--- src/rtl/mdio_dual_pkg.sv ---
package mdio_dual_pkg;
  localparam int PHY_AW    = 5;
  localparam int REG_AW    = 5;
  localparam int DATA_W    = 16;
  localparam int ADDR_W    = REG_AW + 2;
  localparam int FRAME_LEN = 64;
  localparam int TA_IDX    = 46;
  localparam int DATA_IDX  = 48;
  localparam int IDX_W     = $clog2(FRAME_LEN);

  // Complete serial image, bit 63 goes out first.
  function automatic logic [FRAME_LEN-1:0] build_frame(
    input logic              is_rd,
    input logic [PHY_AW-1:0] phy,
    input logic [REG_AW-1:0] ra,
    input logic [DATA_W-1:0] wd
  );
    return {32'hFFFF_FFFF, 2'b01, (is_rd ? 2'b10 : 2'b01), phy, ra, 2'b10,
            (is_rd ? {DATA_W{1'b1}} : wd)};
  endfunction
endpackage

--- src/rtl/mdio_mdc_gen.sv ---
module mdio_mdc_gen #(
  parameter int HALF = 4
) (
  input  logic clk,
  input  logic rst,
  input  logic run,
  output logic mdc,
  output logic rise,
  output logic fall
);
  localparam int CW = (HALF > 1) ? $clog2(HALF) : 1;

  logic [CW-1:0] cnt;
  logic          wrap;

  assign wrap = run && (cnt == CW'(HALF - 1));
  assign rise = wrap && !mdc;
  assign fall = wrap && mdc;

  always_ff @(posedge clk) begin
    if (rst || !run) begin
      cnt <= '0;
      mdc <= 1'b0;
    end else if (wrap) begin
      cnt <= '0;
      mdc <= ~mdc;
    end else begin
      cnt <= cnt + 1'b1;
    end
  end


  mdc_edge_chk: assert property (@(posedge clk) disable iff (rst)
    !(rise || fall) |=> $stable(mdc));
endmodule

--- src/rtl/mdio_frame_engine.sv ---
module mdio_frame_engine
  import mdio_dual_pkg::*;
(
  input  logic              clk,
  input  logic              rst,
  input  logic              start,
  input  logic              rd_in,
  input  logic [PHY_AW-1:0] phy,
  input  logic [REG_AW-1:0] ra,
  input  logic [DATA_W-1:0] wdata,
  input  logic              rise,
  input  logic              fall,
  input  logic              mdio_i,
  output logic              busy,
  output logic              done,
  output logic              mdio_o,
  output logic              mdio_oe,
  output logic [DATA_W-1:0] rdata
);
  localparam logic [IDX_W-1:0] LAST_IDX = IDX_W'(FRAME_LEN - 1);

  logic                 is_rd;
  logic [IDX_W-1:0]     idx;
  logic [IDX_W-1:0]     idx_nx;
  logic [FRAME_LEN-1:0] shreg;
  logic [FRAME_LEN-1:0] img;

  assign idx_nx = idx + 1'b1;
  assign img    = build_frame(rd_in, phy, ra, wdata);

  always_ff @(posedge clk) begin
    if (rst) begin
      busy    <= 1'b0;
      done    <= 1'b0;
      is_rd   <= 1'b0;
      idx     <= '0;
      shreg   <= '0;
      mdio_o  <= 1'b1;
      mdio_oe <= 1'b0;
      rdata   <= '0;
    end else begin
      done <= 1'b0;
      if (start && !busy) begin
        busy    <= 1'b1;
        is_rd   <= rd_in;
        idx     <= '0;
        shreg   <= img;
        mdio_o  <= img[FRAME_LEN-1];
        mdio_oe <= 1'b1;
      end else if (busy) begin
        if (rise && is_rd && (idx >= IDX_W'(DATA_IDX)))
          rdata <= {rdata[DATA_W-2:0], mdio_i};
        if (fall) begin
          if (idx == LAST_IDX) begin
            busy    <= 1'b0;
            done    <= 1'b1;
            mdio_oe <= 1'b0;
            mdio_o  <= 1'b1;
          end else begin
            idx     <= idx_nx;
            shreg   <= {shreg[FRAME_LEN-2:0], 1'b0};
            mdio_o  <= shreg[FRAME_LEN-2];
            mdio_oe <= !(is_rd && (idx_nx >= IDX_W'(TA_IDX)));
          end
        end
      end
    end
  end


  oe_idle_chk: assert property (@(posedge clk) disable iff (rst)
    (!busy && !start) |=> !mdio_oe);

  mdio_hold_chk: assert property (@(posedge clk) disable iff (rst)
    (busy && !fall) |=> $stable(mdio_o));

  done_pulse_chk: assert property (@(posedge clk) disable iff (rst)
    done |=> !done);
endmodule

--- src/rtl/mdio_slot_regs.sv ---
module mdio_slot_regs #(
  parameter int NSLOT = 2,
  parameter int AW    = 5
) (
  input  logic                          clk,
  input  logic                          rst,
  input  logic                          we,
  input  logic [$clog2(NSLOT)-1:0]      sel,
  input  logic [AW-1:0]                 din,
  output logic [NSLOT-1:0][AW-1:0]      slots
);
  for (genvar g = 0; g < NSLOT; g++) begin : g_slot
    always_ff @(posedge clk) begin
      if (rst)
        slots[g] <= '0;
      else if (we && (sel == g))
        slots[g] <= din;
    end
  end
endmodule

--- src/rtl/mdio_dual_master.sv ---
module mdio_dual_master
  import mdio_dual_pkg::*;
#(
  parameter int MDC_HALF = 4
) (
  input  logic              clk,
  input  logic              rst,
  input  logic [ADDR_W-1:0] hb_addr,
  input  logic              hb_read,
  input  logic              hb_write,
  input  logic [DATA_W-1:0] hb_wdata,
  output logic [DATA_W-1:0] hb_rdata,
  output logic              hb_waitreq,
  output logic              mdc,
  output logic              mdio_o,
  output logic              mdio_oe,
  input  logic              mdio_i
);
  localparam logic [1:0] RGN_SLOT = 2'd0;
  localparam logic [1:0] RGN_WIN0 = 2'd1;
  localparam logic [1:0] RGN_WIN1 = 2'd2;

  logic [1:0]             region;
  logic                   acc;
  logic                   win_acc;
  logic                   slot_hit;
  logic                   eng_start;
  logic                   eng_busy;
  logic                   eng_done;
  logic                   mdc_rise;
  logic                   mdc_fall;
  logic [DATA_W-1:0]      eng_rdata;
  logic [PHY_AW-1:0]      cur_phy;
  logic [1:0][PHY_AW-1:0] slots;

  assign region    = hb_addr[ADDR_W-1 -: 2];
  assign acc       = hb_read || hb_write;
  assign win_acc   = acc && ((region == RGN_WIN0) || (region == RGN_WIN1));
  assign slot_hit  = (region == RGN_SLOT) && (hb_addr[REG_AW-1:1] == '0);
  assign eng_start = win_acc && !eng_busy && !eng_done;
  assign cur_phy   = (region == RGN_WIN1) ? slots[1] : slots[0];

  assign hb_waitreq = win_acc && !eng_done;

  always_comb begin
    hb_rdata = '0;
    if (region == RGN_WIN0 || region == RGN_WIN1)
      hb_rdata = eng_rdata;
    else if (slot_hit)
      hb_rdata = DATA_W'(slots[hb_addr[0]]);
  end

  mdio_slot_regs #(.NSLOT(2), .AW(PHY_AW)) u_slots (
    .clk   (clk),
    .rst   (rst),
    .we    (hb_write && slot_hit),
    .sel   (hb_addr[0]),
    .din   (hb_wdata[PHY_AW-1:0]),
    .slots (slots)
  );

  mdio_mdc_gen #(.HALF(MDC_HALF)) u_mdc (
    .clk  (clk),
    .rst  (rst),
    .run  (eng_busy),
    .mdc  (mdc),
    .rise (mdc_rise),
    .fall (mdc_fall)
  );

  mdio_frame_engine u_eng (
    .clk     (clk),
    .rst     (rst),
    .start   (eng_start),
    .rd_in   (hb_read),
    .phy     (cur_phy),
    .ra      (hb_addr[REG_AW-1:0]),
    .wdata   (hb_wdata),
    .rise    (mdc_rise),
    .fall    (mdc_fall),
    .mdio_i  (mdio_i),
    .busy    (eng_busy),
    .done    (eng_done),
    .mdio_o  (mdio_o),
    .mdio_oe (mdio_oe),
    .rdata   (eng_rdata)
  );


  slot_hold_chk: assert property (@(posedge clk) disable iff (rst)
    eng_busy |=> $stable(slots));

  mdc_quiet_chk: assert property (@(posedge clk) disable iff (rst)
    !eng_busy |-> !mdc);
endmodule

--- config.mk ---
export PLATFORM = sky130hd
export DESIGN_NAME = mdio_dual_master
export DESIGN_NICKNAME = d
export VERILOG_FILES = /design/src/rtl/mdio_dual_pkg.sv /design/src/rtl/mdio_mdc_gen.sv /design/src/rtl/mdio_frame_engine.sv /design/src/rtl/mdio_slot_regs.sv /design/src/rtl/mdio_dual_master.sv
export SDC_FILE = /design/constraint.sdc
export NUM_CORES = 1
export LEC_CHECK = 0
export BUFFER_PORTS_ARGS = -buffer_cell sky130_fd_sc_hd__buf_2
export CAP_MARGIN = 5
export CORE_MARGIN = 1.5
export CORE_UTILIZATION = 35
export CTS_CLUSTER_SIZE = 10
export DETAILED_ROUTE_END_ITERATION = 16
export GPL_TIMING_DRIVEN = 1
export SLEW_MARGIN = 5
export SYNTH_ARGS = -nofsm -noshare
export SYNTH_HDL_FRONTEND = slang
export SYNTH_SLANG_ARGS = --single-unit
--- constraint.sdc ---
create_clock -name clk -period 4.1 [get_ports clk]
set_input_delay 0.82 -clock clk [delete_from_list [all_inputs] [get_ports clk]]
set_output_delay 0.82 -clock clk [all_outputs]
set_load 0.01 [all_outputs]
==> flow_summary.toml <==
[run_status]
status = "finished, final reports clean"

[die]
io_pins = 48
rows = 41
fp.coreArea_sq_mm = 0.0127
die_w_um = 117
die_h_um = 117
die-area_sq_mm = 0.0138
initial_utilization = 0.361

[synth]
syn_area_per_cell_sq_um = 8.71
synth-edff-count = 0
synth.cells.most_frequent = "dfxtp_1 (103), nand2_1 (63), nor2_1 (49)"
synth_fa_ha_area_frac = 0.0137
synth_area_sq_mm = 0.00458
netlist.area_leader.share = 0.450
async_reset_ff_frac = 0
synth_seq_cells = 103
muxShareOfSynthArea = 0.0473
synth.largest_area_cell = "dfxtp_1"
synth_simple_gate_area_share = 0.291
synth_top_family_by_area = "simple AND/OR/NAND/NOR gates"
synth_nets = 559
yosysWarnings = 0
syn_inst = 526
synth.distinct_cells = 47
synth-main-ff-cell = "dfxtp_1"
synth_compound_area_frac = 0.130
yosys-top-cells-area = "dfxtp_1 (45%), nor3_2 (7.4%), nand2_1 (5.2%)"
synth_most_common_cell = "dfxtp_1"
yosys.area_share.xor_xnor = 0.00574
ys_seq_area_frac = 0.450

[global_route]
grt_usage = 0.139
grt_pass1_vias = 3445
grt_max_degree = 67
antenna_found_initial = 0
grt_pass1_wl_um = 16300
gr-total-overflow = 0

[setup_path]
critPathMaxFanout = 18
cp-endpoint = "hb_rdata[3]"
r2r-end = "u_eng.shreg[28]$_SDFFE_PP0P_"
critPathLaunchType = "primary input"
critPathMaxStageDelay_ns = 0.49
crit_required_ns = 3.28
slowest_stage = "ha_1"
r2r-start = "u_eng.idx[0]$_SDFFE_PP0P_"
r2r_slack_ns = 1.53
cp.arrival_ns = 2.12
path_cells = "buf_2 -> inv_1 -> ha_1 -> nand3b_1 -> o21ai_0 -> buf_2"
critPathKind = "primary input to output pin"
reg2regPathDepth = 6
cpMostUsedCell = "buf_2"
startpoint = "hb_addr[5]"
endpoint_kind = "output pin"

[routing]
drtIter0Drc = 160
vias = 3704
wl_um = 9360
drcViolationCount = 0
dr.pass1.iters = 5
ant_nets = 0
routed_via_density = 5.13
routedWlPerCell_um = 13.0

[sta]
min_period_ns = 2.94
drv_slew = 0
fin_crit_sh = 0.718
slew_headroom = 0.484
tightest_slew_ns = 0.775
rsz0062_at_grt = "no"
fin_setup_tns_ns = 0
fin_skew_ns = 0.0106
hold_viol_final = 0
setup-violations-final = 0
fmax_mhz = 340

[cts]
cts_hold_buf = 0
cts-root-buf = "clkbuf_16"
clkTransAtPathRegs_ns = 0.07
cts_tree = "built"
cts.path.max_buffers = 2
cts_made_buffers = 9
clock_sinks = 103
htree_levels = 3
cts_setup_buffers = 0
cts-resized-gates = 0
insertion_delay_ns = 0.34

[placed_design]
gp_congestion = 0.744
place_area_sq_mm = 0.00481
post-dp-hpwl_um = 6030
portBuffers = 47

[layout]
layout-drive-gt1-share = 0.209
areaGrowthSynthToFinish_pct = 11.4
nFillCells = 1290
finalInstanceArea_sq_mm = 0.00510
fin_nets = 578
diodes = 0

[job]
max_cap_violations = 0

[power]
ir_drop_mv = 0.207
powerDensity_mw_per_mm2 = 417
p_leak_uw = 0.00193
power.total_uw = 2130

[hold_path]
hold_path_class = "flop to flop"
==> critical path: cells and delay by family <==
family                   cells  cell delay [ns]
AND/OR/NAND/NOR              1             0.32
AO/OA/AOI/OAI                1             0.22
adder cells (fa/ha/maj)      1             0.49
buffers and inverters        3             0.28
==> layout make-up <==
type	instances	area, sq um	area share
clock inverters	6	52.6	0.0103
repair buffers	53	283	0.0554
clock buffers	10	239	0.0468
inverters	4	15.0	0.00294
well taps	172	215	0.0422
multi-input cells	374	2240	0.438
flip-flops and latches	103	2060	0.404
==> layer usage <==
layer	global-route usage	up-vias	routed length (um)
li1	-	1875	-
met4	0.0394	0	83
met5	0	-	0
met1	0.182	1768	4480
met2	0.233	53	4490
met3	0.0282	8	301
==> layout by cell type (no fill, tap or decap), drive strengths merged, types with 3 or more instances in the layout <==
| cell type | count |
|---|---|
| dfxtp | 103 |
| ha | 5 |
| nand2b | 3 |
| inv | 7 |
| nand2 | 63 |
| o21ai | 24 |
| and2 | 12 |
| mux2i | 16 |
| buf | 53 |
| nand3 | 29 |
| nor2 | 50 |
| clkbuf | 10 |
| a21oi | 39 |
| a22oi | 10 |
| a31oi | 17 |
| clkinv | 3 |
| nor3 | 70 |
| mux2 | 5 |
| or3 | 4 |
==> sequential cells by signal, indices dropped and copies added, names as in the netlist <==
register and count:
u_eng.mdio_oe 1, u_eng.mdio_o 1, u_eng.is_rd 1, u_mdc.mdc 1, u_eng.busy 1, u_eng.done 1
u_eng.rdata 16, u_slots.slots 10, u_eng.shreg 63, u_mdc.cnt 2, u_eng.idx 6
==> power breakdown <==
group          internal [uW]  switching (uW)
clock                    438             388
sequential              1060            34.2
combinational           84.7             119
total                   1580             541
==> worst min-delay path by stage <==
| stage | depth (start not counted) | slack (ns) | start | endpoint |
|---|---|---|---|---|
| floorplan | 1 | 0.41 | u_mdc.cnt[0]$_SDFF_PP0_ | u_mdc.cnt[0]$_SDFF_PP0_ |
| global placement | 1 | 0.42 | u_mdc.cnt[0]$_SDFF_PP0_ | u_mdc.cnt[0]$_SDFF_PP0_ |
| detailed placement | 1 | 0.43 | u_mdc.cnt[0]$_SDFF_PP0_ | u_mdc.cnt[0]$_SDFF_PP0_ |
| CTS | 1 | 0.44 | u_mdc.cnt[0]$_SDFF_PP0_ | u_mdc.cnt[0]$_SDFF_PP0_ |
| global route | 1 | 0.46 | u_mdc.cnt[0]$_SDFF_PP0_ | u_mdc.cnt[0]$_SDFF_PP0_ |
| finish | 1 | 0.44 | u_mdc.cnt[0]$_SDFF_PP0_ | u_mdc.cnt[0]$_SDFF_PP0_ |
==> cells by family (layout without fill, tap and decap cells) <==
family / count (synthesis) / count (layout)
compound gates: 100 / 100
xor+xnor: 3 / 3
fa+ha+maj: 5 / 5
buf+inv: 49 / 73
flops: 103 / 103
mux: 21 / 21
simple gates: 245 / 245
==> through the flow <==
step / instances / worst slack (ns) / util / hold slack, ns
after floorplan: 526 / 1.54 / - / 0.408
after global placement: 706 / 1.20 / 0.380 / 0.417
after detailed placement: 706 / 1.16 / 0.380 / 0.428
after CTS: 722 / 1.15 / 0.403 / 0.439
after global routing: 722 / 0.986 / 0.403 / 0.461
final: 722 / 1.16 / 0.403 / 0.438
Power figures use the tool's default switching activity.
